`config.mk`:
```
export PLATFORM = sky130hd
export DESIGN_NAME = dirty_group_tracker
export DESIGN_NICKNAME = d
export VERILOG_FILES = /design/src/rtl/dgl_pkg.sv /design/src/rtl/dgl_datapath.sv /design/src/rtl/dgl_control.sv /design/src/rtl/dirty_group_tracker.sv
export SDC_FILE = /design/constraint.sdc
export NUM_CORES = 1
export LEC_CHECK = 0
export ABC_CLOCK_PERIOD_IN_PS = 6050
export BUFFER_PORTS_ARGS = -buffer_cell sky130_fd_sc_hd__clkbuf_2
export CORE_UTILIZATION = 40
export CTS_CLUSTER_SIZE = 24
export DETAILED_ROUTE_END_ITERATION = 8
export PLACE_DENSITY = 0.54
export SETUP_SLACK_MARGIN = 0.02
export SLEW_MARGIN = 20
export SYNTH_ARGS = -nofsm -noshare
export SYNTH_HDL_FRONTEND = slang
export SYNTH_SLANG_ARGS = --single-unit
```
`constraint.sdc`:
```
create_clock -name clk -period 6.05 [get_ports clk]
set_input_delay 0 -clock clk [delete_from_list [all_inputs] [get_ports clk]]
set_output_delay 0 -clock clk [all_outputs]
set_load 0.02 [all_outputs]
```
`src/rtl/dgl_pkg.sv`:
```
package dgl_pkg;

  typedef struct packed {
    logic acceptDirty;
    logic startWalk;
    logic stepWalk;
  } dgl_strobe_t;

  typedef enum logic [1:0] {
    FM_GREEDY = 2'd0,
    FM_OLDEST = 2'd1,
    FM_LRU    = 2'd2,
    FM_SPARE  = 2'd3
  } flush_mode_e;

endpackage

```
`src/rtl/dgl_datapath.sv`:
```
module dgl_datapath #(
  parameter int NUM_BLOCKS  = 8,
  parameter int NUM_ENTRIES = 4,
  parameter int PAGE_W      = 8,
  localparam int BI_W   = $clog2(NUM_BLOCKS),
  localparam int LINK_W = $clog2(NUM_BLOCKS + 1),
  localparam int CNT_W  = $clog2(NUM_BLOCKS + 1)
) (
  input  logic                     clk,
  input  logic                     rst_n,
  input  dgl_pkg::dgl_strobe_t     strobe,
  input  logic [PAGE_W-1:0]        dirtyPage,
  input  logic [BI_W-1:0]          dirtyIdx,
  input  logic [1:0]               flushMode,
  output logic                     walkActive,
  output logic                     anyValid,
  output logic [CNT_W-1:0]         cleanCount,
  output logic [BI_W-1:0]          walkIdx,
  output logic [PAGE_W-1:0]        walkPage,
  output logic                     walkLast
);
  import dgl_pkg::*;

  localparam int EI_W = (NUM_ENTRIES > 1) ? $clog2(NUM_ENTRIES) : 1;
  localparam logic [LINK_W-1:0] NULL_LINK = '1;

  // entry table
  logic              entValid [NUM_ENTRIES];
  logic [PAGE_W-1:0] entPage  [NUM_ENTRIES];
  logic [CNT_W-1:0]  entCnt   [NUM_ENTRIES];
  logic [LINK_W-1:0] entHead  [NUM_ENTRIES];
  logic [EI_W-1:0]   regRank  [NUM_ENTRIES];
  logic [EI_W-1:0]   updRank  [NUM_ENTRIES];

  // per-block state
  logic [NUM_BLOCKS-1:0] blkDirty;
  logic [LINK_W-1:0]     blkNext [NUM_BLOCKS];

  // traversal cursor
  logic [LINK_W-1:0] curLink;
  logic [PAGE_W-1:0] curPage;
  logic [BI_W-1:0]   curIdx;

  // lookup results
  logic            hitAny, freeAny;
  logic [EI_W-1:0] hitIdx, freeIdx;
  logic [EI_W:0]   validCnt;
  logic [EI_W-1:0] greedyIdx, oldIdx, lruIdx, victimIdx;
  logic [CNT_W-1:0] greedyCnt;
  logic            greedyHit;
  logic [NUM_ENTRIES-1:0] oldestVec, lruVec;
  logic            doAcc, doHit, doNew, doStep;
  logic [LINK_W-1:0] dirtyLink;

  assign curIdx     = BI_W'(curLink);
  assign walkActive = (curLink != NULL_LINK);
  assign walkIdx    = curIdx;
  assign walkPage   = curPage;
  assign walkLast   = (blkNext[curIdx] == NULL_LINK);
  assign anyValid   = (validCnt != '0);
  assign cleanCount = CNT_W'(NUM_BLOCKS) - CNT_W'($countones(blkDirty));
  assign dirtyLink  = LINK_W'(dirtyIdx);

  always_comb begin
    hitAny   = 1'b0;
    hitIdx   = '0;
    freeAny  = 1'b0;
    freeIdx  = '0;
    validCnt = '0;
    for (int i = 0; i < NUM_ENTRIES; i++) begin
      if (entValid[i] && entPage[i] == dirtyPage && !hitAny) begin
        hitAny = 1'b1;
        hitIdx = EI_W'(i);
      end
      if (!entValid[i] && !freeAny) begin
        freeAny = 1'b1;
        freeIdx = EI_W'(i);
      end
      validCnt = validCnt + (EI_W+1)'(entValid[i]);
    end
  end

  // victim choice for each policy
  always_comb begin
    greedyHit = 1'b0;
    greedyIdx = '0;
    greedyCnt = '0;
    oldIdx    = '0;
    lruIdx    = '0;
    oldestVec = '0;
    lruVec    = '0;
    for (int i = 0; i < NUM_ENTRIES; i++) begin
      if (entValid[i]) begin
        if (!greedyHit || entCnt[i] > greedyCnt) begin
          greedyHit = 1'b1;
          greedyIdx = EI_W'(i);
          greedyCnt = entCnt[i];
        end
        if (regRank[i] == '0) begin
          oldIdx       = EI_W'(i);
          oldestVec[i] = 1'b1;
        end
        if (updRank[i] == '0) begin
          lruIdx    = EI_W'(i);
          lruVec[i] = 1'b1;
        end
      end
    end
    case (flush_mode_e'(flushMode))
      FM_OLDEST: victimIdx = oldIdx;
      FM_LRU:    victimIdx = lruIdx;
      default:   victimIdx = greedyIdx;
    endcase
  end

  assign doAcc  = strobe.acceptDirty && !blkDirty[dirtyIdx];
  assign doHit  = doAcc && hitAny;
  assign doNew  = doAcc && !hitAny && freeAny;
  assign doStep = strobe.stepWalk && walkActive;

  always_ff @(posedge clk) begin
    if (!rst_n) begin
      blkDirty <= '0;
      curLink  <= NULL_LINK;
      curPage  <= '0;
      for (int b = 0; b < NUM_BLOCKS; b++) blkNext[b] <= NULL_LINK;
      for (int i = 0; i < NUM_ENTRIES; i++) begin
        entValid[i] <= 1'b0;
        entPage[i]  <= '0;
        entCnt[i]   <= '0;
        entHead[i]  <= NULL_LINK;
        regRank[i]  <= '0;
        updRank[i]  <= '0;
      end
    end else begin
      if (doHit) begin
        // head insertion: old head moves into the block's own link
        blkNext[dirtyIdx] <= entHead[hitIdx];
        entHead[hitIdx]   <= dirtyLink;
        entCnt[hitIdx]    <= entCnt[hitIdx] + 1'b1;
        blkDirty[dirtyIdx] <= 1'b1;
        for (int i = 0; i < NUM_ENTRIES; i++) begin
          if (entValid[i] && updRank[i] > updRank[hitIdx])
            updRank[i] <= updRank[i] - 1'b1;
        end
        updRank[hitIdx] <= EI_W'(validCnt - 1'b1);
      end
      if (doNew) begin
        entValid[freeIdx] <= 1'b1;
        entPage[freeIdx]  <= dirtyPage;
        entCnt[freeIdx]   <= CNT_W'(1);
        entHead[freeIdx]  <= dirtyLink;
        regRank[freeIdx]  <= EI_W'(validCnt);
        updRank[freeIdx]  <= EI_W'(validCnt);
        blkNext[dirtyIdx] <= NULL_LINK;
        blkDirty[dirtyIdx] <= 1'b1;
      end
      if (strobe.startWalk) begin
        // detach the victim so later events on its page open a fresh entry
        entValid[victimIdx] <= 1'b0;
        entCnt[victimIdx]   <= '0;
        curLink <= entHead[victimIdx];
        curPage <= entPage[victimIdx];
        for (int i = 0; i < NUM_ENTRIES; i++) begin
          if (entValid[i] && EI_W'(i) != victimIdx) begin
            if (regRank[i] > regRank[victimIdx]) regRank[i] <= regRank[i] - 1'b1;
            if (updRank[i] > updRank[victimIdx]) updRank[i] <= updRank[i] - 1'b1;
          end
        end
      end
      if (doStep) begin
        blkDirty[curIdx] <= 1'b0;
        blkNext[curIdx]  <= NULL_LINK;
        curLink          <= blkNext[curIdx];
      end
    end
  end

  AST_WALK_DIRTY: assert property (@(posedge clk) disable iff (!rst_n)
    walkActive |-> blkDirty[curIdx]);

  AST_STEP_CLEAR: assert property (@(posedge clk) disable iff (!rst_n)
    doStep |=> !blkDirty[$past(curIdx)]);

  AST_SINGLE_OLDEST: assert property (@(posedge clk) disable iff (!rst_n)
    anyValid |-> $countones(oldestVec) == 1);

  AST_SINGLE_LRU: assert property (@(posedge clk) disable iff (!rst_n)
    anyValid |-> $countones(lruVec) == 1);

  for (genvar g = 0; g < NUM_ENTRIES; g++) begin : gEntChk
    AST_ENTRY_NONEMPTY: assert property (@(posedge clk) disable iff (!rst_n)
      entValid[g] |-> entCnt[g] != '0);
  end

endmodule

```
`src/rtl/dgl_control.sv`:
```
module dgl_control #(
  parameter int CNT_W       = 4,
  parameter int LOW_WM      = 2,
  parameter int HIGH_WM     = 5,
  parameter int FLUSH_BURST = 2,
  localparam int BC_W = $clog2(FLUSH_BURST + 1)
) (
  input  logic                 clk,
  input  logic                 rst_n,
  input  logic                 dirtyValid,
  input  logic                 flushReq,
  input  logic                 walkActive,
  input  logic                 anyValid,
  input  logic [CNT_W-1:0]     cleanCount,
  output dgl_pkg::dgl_strobe_t strobe,
  output logic                 dirtyReady,
  output logic                 wmFlushing
);

  localparam logic [CNT_W-1:0] LOW_C   = CNT_W'(LOW_WM);
  localparam logic [CNT_W-1:0] HIGH_C  = CNT_W'(HIGH_WM);
  localparam logic [BC_W-1:0]  BURST_E = BC_W'(FLUSH_BURST - 1);

  logic            pressure;
  logic            serve;
  logic [BC_W-1:0] burstCnt;

  assign wmFlushing = pressure;

  always_comb begin
    strobe.startWalk   = !walkActive && anyValid && (flushReq || (pressure && !serve));
    strobe.stepWalk    = walkActive && !(pressure && serve);
    dirtyReady         = (!pressure || serve) && !strobe.startWalk;
    strobe.acceptDirty = dirtyValid && dirtyReady;
  end

  always_ff @(posedge clk) begin
    if (!rst_n) begin
      pressure <= 1'b0;
      serve    <= 1'b0;
      burstCnt <= '0;
    end else begin
      if (!pressure && cleanCount <= LOW_C)
        pressure <= 1'b1;
      else if (pressure && cleanCount >= HIGH_C)
        pressure <= 1'b0;

      if (!pressure) begin
        serve    <= 1'b0;
        burstCnt <= '0;
      end else if (serve) begin
        serve <= 1'b0;
      end else if (strobe.stepWalk) begin
        if (burstCnt == BURST_E) begin
          serve    <= 1'b1;
          burstCnt <= '0;
        end else begin
          burstCnt <= burstCnt + 1'b1;
        end
      end
    end
  end

  AST_SERVE_SINGLE: assert property (@(posedge clk) disable iff (!rst_n)
    (pressure && dirtyReady) |=> !(pressure && dirtyReady));

  AST_HYST_HOLD: assert property (@(posedge clk) disable iff (!rst_n)
    (pressure && cleanCount < HIGH_C) |=> pressure);

endmodule

```
`src/rtl/dirty_group_tracker.sv`:
```
module dirty_group_tracker #(
  parameter int NUM_SETS    = 4,
  parameter int NUM_WAYS    = 2,
  parameter int NUM_ENTRIES = 4,
  parameter int PAGE_W      = 8,
  parameter int LOW_WM      = 2,
  parameter int HIGH_WM     = 5,
  parameter int FLUSH_BURST = 2,
  localparam int SET_W = $clog2(NUM_SETS),
  localparam int WAY_W = $clog2(NUM_WAYS)
) (
  input  logic              clk,
  input  logic              rst_n,
  input  logic              dirtyValid,
  input  logic [PAGE_W-1:0] dirtyPage,
  input  logic [SET_W-1:0]  dirtySet,
  input  logic [WAY_W-1:0]  dirtyWay,
  output logic              dirtyReady,
  input  logic              flushReq,
  input  logic [1:0]        flushMode,
  output logic              walkValid,
  output logic [SET_W-1:0]  walkSet,
  output logic [WAY_W-1:0]  walkWay,
  output logic [PAGE_W-1:0] walkPage,
  output logic              walkLast,
  output logic              wmFlushing
);

  localparam int NB    = NUM_SETS * NUM_WAYS;
  localparam int BI_W  = $clog2(NB);
  localparam int CNT_W = $clog2(NB + 1);

  dgl_pkg::dgl_strobe_t strobe;
  logic             walkActive, anyValid;
  logic [CNT_W-1:0] cleanCount;
  logic [BI_W-1:0]  dirtyIdx, walkIdx;

  assign dirtyIdx  = BI_W'(int'(dirtySet) * NUM_WAYS + int'(dirtyWay));
  assign walkSet   = SET_W'(int'(walkIdx) / NUM_WAYS);
  assign walkWay   = WAY_W'(int'(walkIdx) % NUM_WAYS);
  assign walkValid = strobe.stepWalk;

  dgl_datapath #(
    .NUM_BLOCKS (NB),
    .NUM_ENTRIES(NUM_ENTRIES),
    .PAGE_W     (PAGE_W)
  ) u_dp (
    .clk       (clk),
    .rst_n     (rst_n),
    .strobe    (strobe),
    .dirtyPage (dirtyPage),
    .dirtyIdx  (dirtyIdx),
    .flushMode (flushMode),
    .walkActive(walkActive),
    .anyValid  (anyValid),
    .cleanCount(cleanCount),
    .walkIdx   (walkIdx),
    .walkPage  (walkPage),
    .walkLast  (walkLast)
  );

  dgl_control #(
    .CNT_W      (CNT_W),
    .LOW_WM     (LOW_WM),
    .HIGH_WM    (HIGH_WM),
    .FLUSH_BURST(FLUSH_BURST)
  ) u_ctl (
    .clk       (clk),
    .rst_n     (rst_n),
    .dirtyValid(dirtyValid),
    .flushReq  (flushReq),
    .walkActive(walkActive),
    .anyValid  (anyValid),
    .cleanCount(cleanCount),
    .strobe    (strobe),
    .dirtyReady(dirtyReady),
    .wmFlushing(wmFlushing)
  );

endmodule

```
* Word level (Yosys, flattened, before mapping)
Memory sizes are Yosys's and may differ from the RTL's. A register that Yosys moved wholly into a read port is not among the register bits. Cells that the tools add are included. Widths: inputs -> output; s select.
Operators by class: equal/unequal tests 12, divide/modulo/power cells 0, reduce and logical (&&, ||, !) cells 83, multiplexer cells 180, $mul 0, bitwise gates (word level) 21, $lt $le $gt $ge 21, shifts and indexed selects 0, $add $sub $neg 23
Operator list (count):
- $mux 1 | 107
- $mux 2 | 44
- $mux 4 | 15
- $mux 8 | 6
- $logic_and 1x1->1 | 34
- $eq 8x8->1 | 4
- $reduce_or 4->1 | 8
- $gt 2x2->1 | 12
- $logic_not 1->1 | 19
- $sub 2x1->2 const B | 9
- $or 8x8->8 | 2
- $or 1x1->1 | 13
- $add 4x4->4 | 3
- $gt 4x4->1 | 3
- $logic_not 2->1 | 6
- $mux 3 | 4
- $add 1x1->2 | 5
- $add 3x1->3 | 3
- $and 8x8->8 | 1
- $lt 3x4->1 const B | 2
- $not 8->8 | 1
- $reduce_or 8->1 | 1
- $demux 1 s3 | 2
- $ge 3x1->1 const B | 2
- other kinds (20) | 34
Word-level totals: bits in latches 0, memory bits (writable) 116, output and inout port bits 15, bits in read-only memories 0, logic and storage cells 352, flip-flop bits (word level) 16, input bits 17, memories kept 7
Memory list:
- u_dp.blkNext | depth 8, width 4, read ports 1, clocked after Yosys merged registers in 1, write ports 8, line dgl_datapath.sv:37 | logic [LINK_W-1:0] blkNext [NUM_BLOCKS];
- u_dp.entPage | depth 4, width 8, read ports 5, clocked after Yosys merged registers in 1, write ports 4, line dgl_datapath.sv:29 | logic [PAGE_W-1:0] entPage [NUM_ENTRIES];
- u_dp.entCnt | depth 4, width 4, read ports 5, clocked after Yosys merged registers in 0, write ports 4, line dgl_datapath.sv:30 | logic [CNT_W-1:0] entCnt [NUM_ENTRIES];
- u_dp.entHead | depth 4, width 4, read ports 2, clocked after Yosys merged registers in 0, write ports 4, line dgl_datapath.sv:31 | logic [LINK_W-1:0] entHead [NUM_ENTRIES];
- u_dp.regRank | depth 4, width 2, read ports 5, clocked after Yosys merged registers in 0, write ports 4, line dgl_datapath.sv:32 | logic [EI_W-1:0] regRank [NUM_ENTRIES];
- u_dp.updRank | depth 4, width 2, read ports 6, clocked after Yosys merged registers in 0, write ports 5, line dgl_datapath.sv:33 | logic [EI_W-1:0] updRank [NUM_ENTRIES];
- +1 memories

* Logic depth before layout (Yosys ltp)
Gate-level depths: netlist of the first run. An unclocked memory read counts as a cell.
word-level depth 24, gate-level depth with buffers 32, mapped depth without buffers 28

* Cells and area by module
Synthesis of the first run repeated with hierarchy kept, for this count alone.
Second synthesis, totals: cells, all modules 989, area, all modules 9083.7 um^2
Modules (own cells, without submodules):
- dgl_datapath | cells an instance 968, area an instance 8878.5 um^2, instances 1, seq. area each 3423.3 um^2
- dgl_control | cells an instance 21, area an instance 205.2 um^2, instances 1, seq. area each 80.1 um^2

* Worst setup path after synthesis of the first run
OpenSTA, ideal clock, no wires.
path type reg-to-reg, from mem u_dp.entValid[0], to mem u_dp.updRank[1][1] (netlist bit), data pin, clock period less this slack 6.558 ns, arrival 6.389 ns, slack -0.508 ns, cell stages (with the launch flop) 31, setup time 0.169 ns, path buffers 4, data required time 5.881 ns, path through dfxtp_1 clkbuf_1 nand2_1 ha_1 nor2b_1 o211ai_1 a211oi_4 mux2_2 ha_1 nand2_1 o31ai_1 a21o_1 buf_2 mux2_2 ha_1 and4_1 a31o_1 a21o_1 a21o_1 clkbuf_1 clkbuf_1 nand2_1 o21ai_0 mux2i_1 ha_1 or2_2 o41ai_1 a31oi_1 a31oi_1 nand2_1 o31ai_1
RTL lines:
- start: declaration | line dgl_datapath.sv:28 | logic entValid [NUM_ENTRIES];
- end: declaration | line dgl_datapath.sv:33

==> flow_metrics.py, run 1 <==
metrics = {
    "outcome": {
        "status": "completed",
    },
    "critical_path": {
        "crit_slowest_cell": "edfxtp_1",
        "cp_slowest_stage_delay_ps": 440,
        "worstPathArrival_ps": 5990,
        "cp_common_cell": "ha_4",
        "critPathLaunchType": "flop",
        "regToRegEndpoint": "u_dp.updRank[0][0]",
        "ff2ff_setup_slack_ps": 250,
        "crit_fanout": 6,
        "crit_path_cell_trace": "ha_4 -> nor2b_1 -> o211ai_1 -> a211oi_4 -> mux2_4 -> ha_4 -> nand2_2 -> o31ai_4 -> a21o_1 -> mux2_4 -> ha_4 -> and4_1 -> a31o_1 -> a21o_1 -> a21o_4 -> a21oi_1 -> mux2i_1 -> buf_4 -> ha_1 -> nor2_1 -> maj3_1 -> a32oi_2 -> nand3_1 -> a22o_1",
        "r2r-start": "u_dp.entCnt[1][1]",
        "required_ps": 6240,
        "crit_type": "reg -> reg",
        "end_kind": "flop",
        "r2r_cells": 24,
    },
    "drt": {
        "first_pass_iters": 5,
        "dr_wl_met2_um": 11600,
        "wl_um": 25300,
        "wl_met1_um": 12000,
        "wl_per_cell_um": 19.3,
        "first_iter_violations": 545,
        "drcViolationCount": 0,
        "top_layer": "met4",
        "viasPerCell": 5.64,
        "vias": 7384,
        "dr_wl_met3_um": 970,
        "ant_nets": 0,
    },
    "die": {
        "dieArea_um2": 23400,
        "core_um2": 22100,
        "dieHeight_um": 153,
        "die_w_um": 153,
        "rows": 54,
        "initial_core_util_pct": 41.3,
        "num_io_pins": 32,
    },
    "grt": {
        "grt_max_degree": 34,
        "grt_pass1_vias": 7093,
        "antenna_found_initial": 0,
        "grtUsageTotal_pct": 22.3,
        "grt_overflow": 0,
        "grt_pass1_wl_um": 40200,
    },
    "cts": {
        "cts_root_buf": "clkbuf_16",
        "cts_max_level": 4,
        "clk_pin_slew_worst_paths_ps": 70,
        "cts.path.max_buffers": 2,
        "cts_tree": "done",
        "cts_buffers": 17,
        "cts.sinks": 143,
        "insertion_delay_ps": 430,
    },
    "placed_design": {
        "placed_area_um2": 9640,
        "port_buffers": 31,
        "dp_hpwl_um": 19500,
        "gp_congestion": 0.888,
    },
    "logic_synthesis": {
        "synthTopCellsByArea": "edfxtp_1 27%, dfxtp_1 14%, ha_1 7.5%, nand2_1 6.2%, xnor2_1 3.4%",
        "syn_area_per_cell_um2": 9.34,
        "synth_seq_cells": 143,
        "synth_area_um2": 9120,
        "yosysMostFrequentCell": "nand2_1",
        "synth_cell_types": 83,
        "ys_async_sr_fraction_pct": 0,
        "syn_inst": 977,
        "synthFlopType": "edfxtp_1",
        "yosys_warnings": 0,
        "synth_fp_nets": 1053,
        "yosys.area.top_type_share_pct": 26.7,
        "yosys.area.top_type": "edfxtp_1",
        "synth_edf_count": 81,
        "seq_area_frac_synth_pct": 40.3,
        "yosys-top-cells-count": "151 x nand2_1, 81 x edfxtp_1, 77 x nor2_1",
    },
    "power_and_ir_drop": {
        "power.density_nw_per_um2": 438,
        "power_w": 0.00455,
        "vdd_drop_max_mv": 0.232,
        "leakagePower_nw": 4.24,
    },
    "run": {
        "cap_violations": 0,
    },
    "timing": {
        "timing.setup.tns_ps": 0,
        "finalMaxSlewViolations": 0,
        "setup_violations": 0,
        "rsz0062_at_grt": "false",
        "max_freq_mhz": 172,
        "slew_headroom_pct": 38.0,
        "finalCritPeriodShare_pct": 95.9,
        "hold_viol": 0,
        "worst_pin_slew_ps": 923,
        "finalCriticalPeriod_ps": 5800,
        "worst_clock_skew_ps": 17.0,
    },
    "min_path": {
        "hold_depth": 2,
        "hold_start": "dirtyPage[2]",
        "hp-class": "in -> reg",
        "hold_path_end": "u_dp.entPage[0][2]",
    },
    "final_layout": {
        "final_util_pct": 47.0,
        "area_growth_pct": 13.9,
        "design_area_um2": 10400,
        "nets": 1092,
        "n_antenna_cell": 0,
        "drive_gt1_share_pct": 15.5,
    },
}
layout by cell type, fill, tap and decap left out, drive strengths merged, types with 18 or more instances in the layout:
cell type,count
inv,68
xnor2,35
dfxtp,62
nand2,152
a21oi,49
buf,30
edfxtp,81
nor3,22
and2,38
nor2,78
ha,55
o21ai,26
mux2i,23
clkbuf,49
nand3,25
nand2b,18
o211ai,39
repair_timing:
| action | in CTS | in global routing |
|---|---|---|
| endpoints found under the hold margin | 4 | 0 |
| setup buffers | 0 | 9 |
| hold buffers | 1 | 0 |
| gates resized for setup | 0 | 18 |
| setup endpoints to repair | 0 | 32 |
layer usage:
layer  vias to the layer above  global-route usage, %
met3                        48                   2.92
met4                         0                   8.61
met2                       199                   35.4
met5                         -                      0
li1                       3609                      -
met1                      3528                   31.0
state kept, by name, indices dropped and copies added, names as in the netlist, 2 cells and up, named ones only:
register,count
u_ctl.burstCnt,2
u_dp.blkDirty,8
u_dp.blkNext,32
u_dp.curLink,4
u_dp.entCnt,16
u_dp.entHead,16
u_dp.entPage,32
u_dp.entValid,4
u_dp.regRank,8
u_dp.updRank,8
u_dp.walkPage,8
how the worst max path moves through the flow:
stage | start | end | slack, ps | depth (start not counted)
3_3_place_gp | u_dp.entCnt[1][1] | u_dp.regRank[1][1] | 190 | 21
5_1_grt | u_dp.entCnt[0][0] | u_dp.updRank[0][0] | 7 | 25
6_report | u_dp.entCnt[1][1] | u_dp.updRank[0][0] | 250 | 24
2_1_floorplan | u_dp.entValid[0] | u_dp.updRank[0][1] | 4 | 29
4_1_cts | u_dp.entCnt[1][1] | u_dp.regRank[1][0] | 30 | 23
3_5_place_dp | u_dp.entCnt[1][1] | u_dp.regRank[1][1] | 80 | 23
power by group:
group          leakage [nW]  internal, W  switching (W)
sequential             1.30      0.00123       0.000177
clock                 0.292     0.000571       0.000480
combinational          2.64     0.000783        0.00131
kinds of logic (layout without fill, tap and decap cells):
logic type                 Yosys count  in the layout  share of synthesized area [%]
adders and majority gates           63             63                           8.89
buffers and inverters              104            155                           4.96
muxes                               40             40                           5.86
xor gates and xnor gates            39             39                           3.74
DFF                                143            143                           40.3
AOI/OAI and AO/OA                  206            207                           16.4
and+or+nand+nor                    382            382                           19.9
metrics by stage:
step                      hold WS [ps]  instances  worst slack [ps]
after floorplan                    184        977              4.27
after global placement             415       1266               193
after detailed placement           405       1266              80.1
after CTS                         14.0       1299              32.2
after global routing              45.8       1309              6.53
final                             35.8       1309               247
layout make-up:
class | count | area, um2
fill | 2102 | 11700
multi-input combinational | 731 | 5150
sequential | 143 | 3670
clock buffer | 18 | 450
timing repair buffer | 62 | 394
tap | 280 | 350
inverter | 61 | 229
clock inverter | 14 | 143
worst max-delay path: cells and delay by family (launching register included):
| family | cells | cell delay (ps) |
|---|---|---|
| AOI/OAI and AO/OA | 10 | 2200 |
| adders and majority gates | 5 | 1430 |
| buffers and inverters | 1 | 160 |
| DFF | 1 | 440 |
| muxes | 3 | 800 |
| and+or+nand+nor | 5 | 510 |
No activity file was read; power rests on OpenSTA's default activity.
==> run 2: changes to the inputs <==
- ABC_AREA: unset -> 1
==> flow_metrics.py, run 2 <==
metrics = {
    "logic_synthesis": {
        "synthFlopType": "edfxtp_1",
        "yosys.area.top_type": "edfxtp_1",
        "yosys_warnings": 0,
        "synth_seq_cells": 143,
        "yosys-top-cells-count": "320 x nand2_1, 138 x inv_1, 138 x nor2_1",
        "synth_cell_types": 56,
        "yosysMostFrequentCell": "nand2_1",
        "yosys.area.top_type_share_pct": 26.4,
        "synth_area_um2": 9220,
        "syn_area_per_cell_um2": 7.54,
        "ys_async_sr_fraction_pct": 0,
        "syn_inst": 1223,
        "synthTopCellsByArea": "edfxtp_1 26%, dfxtp_1 13%, nand2_1 13%, ha_1 7.5%, inv_1 5.6%",
        "synth_edf_count": 81,
        "seq_area_frac_synth_pct": 39.8,
        "synth_fp_nets": 1299,
    },
    "timing": {
        "slew_headroom_pct": 46.1,
        "worst_clock_skew_ps": 11.4,
        "max_freq_mhz": 184,
        "setup_slack_ps": 606,
        "rsz0062_at_grt": "false",
        "finalMaxSlewViolations": 0,
        "finalCriticalPeriod_ps": 5440,
        "finalCritPeriodShare_pct": 90.0,
        "hold_viol": 0,
        "hold_slack_ps": 38.6,
        "setup_violations": 0,
        "worst_pin_slew_ps": 809,
    },
    "run": {
        "cap_violations": 0,
    },
    "final_layout": {
        "final_util_pct": 45.8,
        "top_regs": "u_dp.blkNext x32, u_dp.entPage x32",
        "nets": 1335,
        "nFillCells": 2288,
        "n_antenna_cell": 0,
        "drive_gt1_share_pct": 11.9,
        "area_growth_pct": 12.5,
        "final_common_cell": "nand2_1",
        "mostFrequentLayoutCells": "318 x nand2_1, 138 x nor2_1, 137 x inv_1",
    },
    "drt": {
        "viasPerCell": 5.38,
        "ant_nets": 0,
        "first_iter_violations": 659,
        "drcViolationCount": 0,
        "first_pass_iters": 6,
        "wl_per_cell_um": 18.3,
        "vias": 8376,
        "wl_um": 28500,
    },
    "placed_design": {
        "port_buffers": 31,
        "gp_congestion": 0.930,
        "pre_cts_ws_ps": -88.8,
        "dp_hpwl_um": 21400,
    },
    "critical_path": {
        "crit_fanout": 12,
        "cp_common_cell": "nand2_1",
        "crit_slowest_cell": "edfxtp_1",
        "worstPathArrival_ps": 5580,
        "end_kind": "flop",
        "required_ps": 6180,
        "crit_type": "reg -> reg",
        "cp_slowest_stage_delay_ps": 430,
        "critPathLaunchType": "flop",
    },
    "die": {
        "dieHeight_um": 154,
        "initial_core_util_pct": 40.7,
        "rows": 55,
        "core_um2": 22600,
        "num_io_pins": 32,
        "die_w_um": 154,
        "dieArea_um2": 23700,
    },
    "grt": {
        "grt_pass1_vias": 7956,
        "grt_overflow": 0,
        "grt_max_degree": 56,
        "grtUsageTotal_pct": 24.8,
        "antenna_found_initial": 1,
        "grt_pass1_wl_um": 44500,
    },
    "cts": {
        "cts_buffers": 17,
        "cts_root_buf": "clkbuf_16",
        "cts_tree": "done",
        "clk_pin_slew_worst_paths_ps": 70,
        "cts_max_level": 4,
        "insertion_delay_ps": 430,
        "cts.path.max_buffers": 2,
        "cts.sinks": 143,
    },
    "min_path": {
        "hp-class": "in -> reg",
    },
    "power_and_ir_drop": {
        "power_w": 0.00429,
        "vdd_drop_max_mv": 0.228,
        "power.density_nw_per_um2": 413,
        "leakagePower_nw": 4.59,
    },
    "outcome": {
        "status": "completed",
    },
}
run 2: changes by cell type after synthesis, sizes merged, moves of 35 or more:
cell | before | now
nand2 | 152 | 332
nor2 | 78 | 146
o21ai | 26 | 100
o211ai | 39 | 2
inv | 60 | 156
and2 | 38 | 0
nand3 | 25 | 60
run 2: report_power, final:
part	internal (W)	switching [W]	total, W
clock network	0.000578	0.000482	0.00106
registers	0.00122	0.000157	0.00138
logic	0.000594	0.00126	0.00185
run 2: cell type report:
| type | count | area (um2) | share of cell area [%] |
|---|---|---|---|
| clock buffers | 19 | 464 | 4.47 |
| clock inverters | 13 | 115 | 1.11 |
| inverters | 157 | 589 | 5.68 |
| multi-input cells | 888 | 4860 | 46.8 |
| flip-flops and latches | 143 | 3670 | 35.4 |
| well taps | 285 | 357 | 3.44 |
| repair buffers | 52 | 315 | 3.04 |
run 2: per-layer routing:
metal / vias to the layer above / part of all wire [%] / track usage [%] / routed length [um]
met4: 2 / 1.6 / 7.14 / 453
met2: 251 / 43 / 36.8 / 12100
li1: 4184 / - / - / -
met5: - / 0.046 / 0 / 13
met3: 37 / 6.4 / 4.90 / 1820
met1: 3902 / 49 / 36.2 / 14000
run 2: cells by family after synthesis:
kind of cell | share of synthesized area, %
xor+xnor | 1.04
simple gates | 28.2
fa+ha+maj | 8.33
flops | 39.8
mux | 0.217
buf+inv | 8.07
compound gates | 14.3
run 2: critical path: cells and delay by family (launching register included):
kind / cells / cell delay [ps]
buf+inv: 7 / 650
simple gates: 21 / 1720
flops: 1 / 430
fa+ha+maj: 4 / 1210
compound gates: 8 / 1120
run 2: final timing paths:
check,start,cells past startpoint,endpoint,slack (ps)
max reg2reg,u_dp.entCnt[1][3],40,u_dp.regRank[0][1],610
min reg2reg,u_ctl.burstCnt[1],1,u_ctl.serve,430
max,u_dp.entCnt[1][3],40,u_dp.regRank[0][1],610
min,dirtyPage[2],3,u_dp.entPage[1][2],40
run 2: stage by stage:
stage,cells,TNS (ps),cell area (um2)
final,1557,0,10400
after global routing,1557,0,10400
after CTS,1555,0,10300
after detailed placement,1522,-237,9720
after global placement,1522,0,9720
after floorplan,1223,0,9220
run 2: timing repair:
item,in CTS,in global routing
setup buffers,0,2
hold endpoints to repair,2,0
pin swaps,0,2
hold buffers,1,0
gates resized for setup,1,18
endpoints found under the setup margin,7,32
